File: src/rtl/tmr_pkg.sv
package tmr_pkg;
  localparam int unsigned BYTE_W = 8;

  // control register bit positions (software decodes these)
  localparam int unsigned CTL_RUN    = 7;
  localparam int unsigned CTL_MODE8  = 6;
  localparam int unsigned CTL_SRC    = 5;
  localparam int unsigned CTL_EDGE   = 4;
  localparam int unsigned CTL_BYPASS = 3;

  typedef enum logic [1:0] {
    ADDR_CTRL = 2'd0,
    ADDR_LOW  = 2'd1,
    ADDR_HIGH = 2'd2,
    ADDR_STAT = 2'd3
  } tmrAddr_e;

  // strobes from control to datapath
  typedef struct packed {
    logic              tick;
    logic              loadLow;
    logic              loadHigh;
    logic              mode8;
    logic [BYTE_W-1:0] lowData;
    logic [BYTE_W-1:0] highData;
  } tmrStrobe_t;
endpackage

File: src/rtl/tmr_ctrl.sv
module tmr_ctrl
  import tmr_pkg::*;
#(
  parameter int unsigned PRE_W       = 8,
  parameter int unsigned SYNC_STAGES = 2
) (
  input  logic                clk,
  input  logic                rstN,
  input  logic [1:0]          busAddr,
  input  logic                busWr,
  input  logic                busRd,
  input  logic [BYTE_W-1:0]   busWdata,
  output logic [BYTE_W-1:0]   busRdata,
  input  logic                extClk,
  input  logic                sleep,
  input  logic [2*BYTE_W-1:0] count,
  input  logic                ovf,
  output tmrStrobe_t          strobe,
  output logic [BYTE_W-1:0]   ctrlReg,
  output logic                flag,
  output logic                irq
);
  localparam int unsigned SEL_W = $clog2(PRE_W);

  logic [BYTE_W-1:0]      ctrlQ, holdQ;
  logic                   flagQ, ienQ;
  logic [SYNC_STAGES-1:0] syncQ;
  logic                   extPrevQ;
  logic [PRE_W-1:0]       preQ, preMask;
  logic                   wrCtrl, wrLow, wrHigh, wrStat, rdLow;
  logic                   syncOut, extEdge, clkEvent, preDone, tick;
  logic [SEL_W-1:0]       sel;

  assign wrCtrl = busWr && (busAddr == ADDR_CTRL);
  assign wrLow  = busWr && (busAddr == ADDR_LOW);
  assign wrHigh = busWr && (busAddr == ADDR_HIGH);
  assign wrStat = busWr && (busAddr == ADDR_STAT);
  assign rdLow  = busRd && (busAddr == ADDR_LOW);

  // external input synchronizer and edge detect
  assign syncOut = syncQ[SYNC_STAGES-1];
  always_ff @(posedge clk) begin
    if (!rstN) begin
      syncQ    <= '0;
      extPrevQ <= 1'b0;
    end else begin
      syncQ    <= {syncQ[SYNC_STAGES-2:0], extClk};
      extPrevQ <= syncOut;
    end
  end
  assign extEdge = ctrlQ[CTL_EDGE] ? (extPrevQ && !syncOut) : (!extPrevQ && syncOut);

  assign clkEvent = ctrlQ[CTL_RUN] && !sleep && (ctrlQ[CTL_SRC] ? extEdge : 1'b1);

  // prescaler: terminal when the low sel+1 bits are all ones
  assign sel = ctrlQ[SEL_W-1:0];
  always_comb begin
    for (int i = 0; i < PRE_W; i++) preMask[i] = (i <= int'(sel));
  end
  assign preDone = ((preQ & preMask) == preMask);
  assign tick    = clkEvent && (ctrlQ[CTL_BYPASS] || preDone);

  always_ff @(posedge clk) begin
    if (!rstN)                                 preQ <= '0;
    else if (wrLow || wrHigh)                  preQ <= '0;
    else if (clkEvent && !ctrlQ[CTL_BYPASS])   preQ <= preDone ? '0 : preQ + 1'b1;
  end

  // registers
  always_ff @(posedge clk) begin
    if (!rstN) begin
      ctrlQ <= '0;
      holdQ <= '0;
      flagQ <= 1'b0;
      ienQ  <= 1'b0;
    end else begin
      if (wrCtrl) ctrlQ <= busWdata;
      if (wrHigh)     holdQ <= busWdata;
      else if (rdLow) holdQ <= count[2*BYTE_W-1:BYTE_W];
      if (ovf)                        flagQ <= 1'b1;
      else if (wrStat && !busWdata[0]) flagQ <= 1'b0;
      if (wrStat) ienQ <= busWdata[1];
    end
  end

  always_comb begin
    strobe.tick     = tick;
    strobe.loadLow  = wrLow;
    strobe.loadHigh = wrHigh;
    strobe.mode8    = ctrlQ[CTL_MODE8];
    strobe.lowData  = busWdata;
    strobe.highData = ctrlQ[CTL_MODE8] ? busWdata : holdQ;
  end

  always_comb begin
    unique case (busAddr)
      ADDR_CTRL: busRdata = ctrlQ;
      ADDR_LOW:  busRdata = count[BYTE_W-1:0];
      ADDR_HIGH: busRdata = ctrlQ[CTL_MODE8] ? count[2*BYTE_W-1:BYTE_W] : holdQ;
      default:   busRdata = {{(BYTE_W-2){1'b0}}, ienQ, flagQ};
    endcase
  end

  assign ctrlReg = ctrlQ;
  assign flag    = flagQ;
  assign irq     = flagQ && ienQ;
endmodule

File: src/rtl/tmr_datapath.sv
module tmr_datapath
  import tmr_pkg::*;
(
  input  logic                clk,
  input  logic                rstN,
  input  tmrStrobe_t          strobe,
  output logic [2*BYTE_W-1:0] count,
  output logic                ovf
);
  localparam int unsigned CNT_W = 2 * BYTE_W;

  logic [CNT_W-1:0] countQ;
  logic             busLoad;

  assign busLoad = strobe.loadLow || (strobe.loadHigh && strobe.mode8);

  always_ff @(posedge clk) begin
    if (!rstN) begin
      countQ <= '0;
    end else if (strobe.loadLow) begin
      if (strobe.mode8) countQ[BYTE_W-1:0] <= strobe.lowData;
      else              countQ <= {strobe.highData, strobe.lowData};
    end else if (strobe.loadHigh && strobe.mode8) begin
      countQ[CNT_W-1:BYTE_W] <= strobe.highData;
    end else if (strobe.tick) begin
      if (strobe.mode8) countQ[BYTE_W-1:0] <= countQ[BYTE_W-1:0] + 1'b1;
      else              countQ <= countQ + 1'b1;
    end
  end

  assign ovf   = strobe.tick && !busLoad &&
                 (strobe.mode8 ? (&countQ[BYTE_W-1:0]) : (&countQ));
  assign count = countQ;
endmodule

File: src/rtl/tick_timer.sv
module tick_timer
  import tmr_pkg::*;
#(
  parameter int unsigned PRE_W       = 8,
  parameter int unsigned SYNC_STAGES = 2
) (
  input  logic       clk,
  input  logic       rstN,
  input  logic [1:0] busAddr,
  input  logic       busWr,
  input  logic       busRd,
  input  logic [7:0] busWdata,
  output logic [7:0] busRdata,
  input  logic       extClk,
  input  logic       sleep,
  output logic       irq
);
  tmrStrobe_t          strobe;
  logic [2*BYTE_W-1:0] count;
  logic                ovf, flag;
  logic [BYTE_W-1:0]   ctrlReg;

  tmr_ctrl #(.PRE_W(PRE_W), .SYNC_STAGES(SYNC_STAGES)) u_ctrl (
    .clk(clk), .rstN(rstN), .busAddr(busAddr), .busWr(busWr), .busRd(busRd),
    .busWdata(busWdata), .busRdata(busRdata), .extClk(extClk), .sleep(sleep),
    .count(count), .ovf(ovf), .strobe(strobe), .ctrlReg(ctrlReg),
    .flag(flag), .irq(irq)
  );

  tmr_datapath u_dp (
    .clk(clk), .rstN(rstN), .strobe(strobe), .count(count), .ovf(ovf)
  );
endmodule

File: config.mk
export PLATFORM = sky130hd
export DESIGN_NAME = tick_timer
export DESIGN_NICKNAME = d
export VERILOG_FILES = /design/src/rtl/tmr_pkg.sv /design/src/rtl/tmr_ctrl.sv /design/src/rtl/tmr_datapath.sv /design/src/rtl/tick_timer.sv
export SDC_FILE = /design/constraint.sdc
export NUM_CORES = 1
export LEC_CHECK = 0
export BUFFER_PORTS_ARGS = -buffer_cell sky130_fd_sc_hd__buf_2
export CORE_MARGIN = 1
export CORE_UTILIZATION = 35
export CTS_BUF_LIST = sky130_fd_sc_hd__clkbuf_2 sky130_fd_sc_hd__clkbuf_4 sky130_fd_sc_hd__clkbuf_8
export CTS_CLUSTER_DIAMETER = 30
export DETAILED_ROUTE_END_ITERATION = 8
export RECOVER_POWER = 50
export SYNTH_ARGS = -nofsm -noshare
export SYNTH_HDL_FRONTEND = slang
export SYNTH_SLANG_ARGS = --single-unit
export TNS_END_PERCENT = 50
File: constraint.sdc
create_clock -name clk -period 5.85 [get_ports clk]
set_input_delay 0.585 -clock clk [delete_from_list [all_inputs] [get_ports clk]]
set_output_delay 0.585 -clock clk [all_outputs]
set_load 0.005 [all_outputs]
# [Yosys cells after proc, flatten, opt, wreduce, memory -nomap -nowiden]
# Index checks and enable logic that the tools add are counted.
[word_totals] regBits=45 in_bits=16 elab_cells=81
[op_classes] addsub=3 magnitude_cmp=7 n_eq_ne=7 muxes=18 n_bitwise=2 n_reduce_logical=35
[ops] cell="8-bit 2-to-1 mux" n=10
[ops] cell="16-bit 2-to-1 mux" n=2
[ops] cell="8-bit case mux with 3 select lines" n=1
[ops] cell="16-bit by 1-bit adder with 16-bit output, second input constant" n=1
[ops] cell="8-bit by 1-bit adder with 8-bit output, second input constant" n=2
[ops] cell="1-bit logical AND" n=16
[ops] cell="16-bit AND reduction" n=1
[ops] cell="3-bit less-or-equal comparator, first input constant" n=4
[ops] cell="8-bit bitwise AND" n=1
[ops] cell="8-bit equality test" n=1
[ops] cell="8-bit AND reduction" n=1
[ops] cell="2-bit by 3-bit less-or-equal comparator with 1-bit output, first input constant" n=2
[ops] cell="1-bit logical NOT" n=6
[ops] cell="2-bit nonzero test" n=3
[ops] cell="1-bit 2-to-1 mux" n=5
[ops] cell="2-bit equality test, second input constant" n=2
[ops] cell="2-bit inequality test, second input constant" n=2
[ops] cell="1-bit by 3-bit less-or-equal comparator with 1-bit output, first input constant" n=1
[ops] cell="1-bit logical OR" n=3
[ops] cell="3-bit AND reduction" n=1
[ops] cell="3-bit nonzero test" n=1
[ops] cell="2-bit by 1-bit equality test with 1-bit output, second input constant" n=1
[ops] cell="2-bit logical NOT" n=1
[ops] cell="2-bit by 1-bit inequality test with 1-bit output, second input constant" n=1
[ops] cell="other kinds (3)" n=3

# [Longest topological paths before layout]
[logic_depth] depth_word=9 mapped_depth=8

# [By module]
# From an unflattened synthesis, not the netlist that was laid out.
[unflattened] cells_unflattened=343 hier_area_um2=2884.0
[by_module_without_submodules] mod="tmr_ctrl" instances=1 cells_each=208 area_each_um2=1810.5
[by_module_without_submodules] mod="tmr_datapath" instances=1 cells_each=135 area_each_um2=1073.5

# [Worst setup path after synthesis]
# No wires, ideal clock.
[synth_path] path_type="in2out" startpoint="input port busAddr[0]" endpoint="output port busRdata[0]" arrival_ns=1.545 t_required_ns=5.265 path_slack_ns=3.720 cell_stages=2 path_buffers=1 path_cell_list="buf_1 -> mux4_2"
[synth_between] elab_chain_cells=2
[synth_lines] item="start, declared" line_no="tick_timer.sv:9" source="input logic [1:0] busAddr,"
[synth_lines] item="2-bit equality test (tied with other cells)" line_no="tmr_ctrl.sv:96" source="unique case (busAddr)"
[synth_lines] item="8-bit case mux with 3 select lines (*)" line_no="tmr_ctrl.sv:96"
[synth_lines] item="end, declared" line_no="tick_timer.sv:13" source="output logic [7:0] busRdata,"
# Mark *: on every way between the ends. The rest lies on a longest branch, timed or not.

# [Worst setup path after layout]
[layout_path] startpoint="input port busAddr[0]" endpoint="register u_dp.countQ[8] (netlist: u_dp.count[8])"
[layout_between] elab_chain_cells=5
[layout_lines] item="2-bit equality test" line_no="tmr_ctrl.sv:36" source="assign wrHigh = busWr && (busAddr == ADDR_HIGH);"
[layout_lines] item="1-bit logical AND" line_no="tmr_ctrl.sv:36"
[layout_lines] item="1-bit logical AND" line_no="tmr_datapath.sv:23" source="end else if (strobe.loadHigh && strobe.mode8) begin"
[layout_lines] item="2-bit by 1-bit inequality test with 1-bit output (no source line) (tied with other cells)"
[layout_lines] item="3-bit AND reduction (no source line) / 16-bit 2-to-1 mux (equally long branches)"
[layout_lines] item="end signal, assigned" line_no="tmr_datapath.sv:22" source="else countQ <= {strobe.highData, strobe.lowData};"
[layout_lines] item="end signal, assigned by index" line_no="tmr_datapath.sv:24" source="countQ[CNT_W-1:BYTE_W] <= strobe.highData;"
[layout_lines] item="end signal, assigned by index" line_no="tmr_datapath.sv:26" source="if (strobe.mode8) countQ[BYTE_W-1:0] <= countQ[BYTE_W-1:0] + 1'b1;"
[layout_lines] item="end, declared" line_no="tmr_datapath.sv:12" source="logic [CNT_W-1:0] countQ;"
# Several ways; a longest one is shown, not always the timed one.
# A chain may end at the register's enable or synchronous reset.

==> reports/metrics.yaml <==
start_util_pct: 37.07
ys_types: 58
n_antenna_cell: 0
via_per_inst: 5.883
area_growth_pct: 9.886
fp.coreArea_um2: 7408
stdcell_area_um2: 3018
ir_drop_mv: 0.09359
async_flop_share_pct: 0
grt_setup_unrepaired: "false"
syn_avg_cell_area_um2: 8.054
holdBufCountCts: 0
worstSetupStartpointType: "primary input"
path_delay_family: "simple AND/OR/NAND/NOR gates"
max_clock_freq_mhz: 328.4
path_cells: "clkbuf_1 > nand3b_1 > nor2_1 > nor2_1 > a41oi_1 > o221a_2"
cp-end-kind: "flop"
status: "finished, final reports clean"
tightest_slew_ns: 1.012
fin_crit_ns: 3.045
cts_max_level: 2
syn_nets: 359
maxCapViolations: 0
dpl.hpwl_um: 5635
post-cts-setup-buffer-count: 0
path_common_cell: "nor2_1"
grt_usage_pct: 18.71
setup_violations: 0
skew_ns: 0.01130
cp_max_fo: 19
die_w_um: 90.58
final_nets: 372
hold_viol_final: 0
min_period_over_period_pct: 52.06
die_h_um: 90.58
synthFlopType: "dfxtp_1"
finalSetupTns_ns: 0
synthTopCellsByArea: "dfxtp_1, mux2i_1, nor2_1"
fp-row-count: 31
route.detailed.drc: 0
synth-seq-cells: 45
finalMaxSlewViolations: 0
slowest_stage: "nor2_1"
drtPass1Iterations: 4
power.leakage_nw: 1.099
route.detailed.wl_per_inst_um: 17.18
place.gp.congestion: 0.8808
routed-wl-met2_um: 3370
slowest_delay_ns: 0.77
clock_sinks: 45
critPathKind: "in -> reg"
ctsLongestPathBuffers: 2
grt_pass1_vias: 2296
holdCritPathClass: "reg -> reg"
relSlewSlack_pct: 32.54
ios: 25
drt_first_iter_violations: 248
wl_um: 7800
io_buffers: 24
drive_gt1_share_pct: 13.80
ys_warn_count: 0
grt.overflow.total: 0
cts_tree: "built"
post-route-util_pct: 40.74
p_per_area_nw_per_um2: 210.0
wl_met1_um: 3896
grt_first_pass_wirelength_um: 12180
cts-root-buf: "clkbuf_8"
synth_cells: 341
cts_buffers: 5
crit_buf_inv: 1
vias: 2671
grt_max_degree: 31
cp_data_arrival_time_ns: 3.24
die_area_um2: 8205
antenna_found_initial: 0
dr_wl_met3_um: 401
postRouteAntennaNets: 0
clk_latency_ns: 0.31
yosysSeqAreaShare_pct: 32.80
syn_area_um2: 2746
synth_top_cell_by_area: "dfxtp_1"
synth-edff-count: 0
required_ns: 6.04
synth_top_area_share_pct: 32.80
whs_ns: 0.4460
post_cts_resized: 0
path_clk_slew_ns: 0.09
top_layer_used: "met4"
placed_area_um2: 2927
[placed cells by master, fill, tap and decap left out, types with 5 or more instances in the layout]
master	count
dfxtp_1	45
nor2_1	40
a21oi_1	27
nand2_1	26
buf_2	21
nand3_1	20
o21ai_0	17
mux2i_1	15
a311oi_1	13
nor2b_1	10
and2_1	8
and3_1	7
o22ai_1	6
nand4_1	6
clkbuf_8	6
nor3_1	5
o221a_2	5
[per-layer routing]
| layer | global-route usage [%] | vias to the layer above |
|---|---|---|
| met5 | 0 | - |
| met1 | 27.92 | 1272 |
| met2 | 27.71 | 87 |
| li1 | - | 1301 |
| met4 | 5.511 | 0 |
| met3 | 2.441 | 11 |
[cell usage after synthesis, types with 2 or more instances]
cell and n:
dfxtp_1 45, inv_1 4, xnor2_1 3, o21bai_1 2, a41oi_1 2, and2_1 8
buf_1 4, a211oi_1 3, and3_1 7, nand2b_1 4, clkbuf_1 13, nand2_1 26
nor2_1 40, mux2i_1 15, xor2_1 3, a21boi_0 3, o211ai_1 2, nand3b_1 4
ha_1 2, a21oi_1 27, a311oi_1 13, mux4_2 2, a21o_1 3, o221a_2 5
nor2b_1 10, o22ai_1 6, and4_1 2, nand3_1 20, a31oi_1 4, nand4_1 6
nor3_1 5, buf_2 3, o21ai_0 17, o21a_1 4
[metrics by stage]
stage	worst slack, ns	total power, mW	cells
finish	2.805	0.6339	454
global route	2.625	0.6592	454
CTS	3.190	0.6359	454
detailed placement	2.886	0.4278	446
floorplan	3.720	0.3961	341
global placement	2.987	0.4271	446
[cell families (layout without fill, tap and decap cells)]
family / Yosys count / after routing / synth area share, %
mux: 17 / 17 / 7.107
flops: 45 / 45 / 32.80
buf+inv: 24 / 38 / 3.416
fa+ha+maj: 2 / 2 / 0.9110
simple gates: 144 / 144 / 27.11
xor+xnor: 6 / 6 / 1.914
compound gates: 103 / 103 / 26.74
[power breakdown]
| part | leakage [nW] | internal [mW] | total [mW] | switching, mW |
|---|---|---|---|---|
| Clock | 0.0512 | 0.0960 | 0.211 | 0.115 |
| Combinational | 0.681 | 0.0339 | 0.0872 | 0.0532 |
| Sequential | 0.366 | 0.318 | 0.336 | 0.0175 |
| Total | 1.10 | 0.448 | 0.634 | 0.186 |
[flip-flops by register name, indices dropped and copies added, names as in the netlist]
register,flops
u_dp.count,16
u_ctrl.ctrlReg,8
u_ctrl.holdQ,8
u_ctrl.preQ,8
u_ctrl.syncQ,2
u_ctrl.extPrevQ,1
u_ctrl.flag,1
u_ctrl.ienQ,1
[layout make-up]
type,instances,area [um^2]
Multi-Input combinational cell,272,1750
Tap cell,99,123.9
Fill cell,746,4390
Timing Repair Buffer,26,131.4
Clock buffer,6,82.58
Clock inverter,2,13.76
Inverter,4,15.01
Sequential cell,45,900.9
[worst paths after layout]
kind / startpoint / endpoint / slack [ns] / cells after the start
min reg2reg: u_ctrl.syncQ[0] / u_ctrl.syncQ[1] / 0.45 / 1
max: busAddr[0] / u_dp.count[8] / 2.80 / 6
max reg2reg: u_ctrl.ctrlReg[6] / u_dp.count[12] / 3.61 / 5
min: u_ctrl.syncQ[0] / u_ctrl.syncQ[1] / 0.45 / 1
No activity file was read; power rests on OpenSTA's default activity.
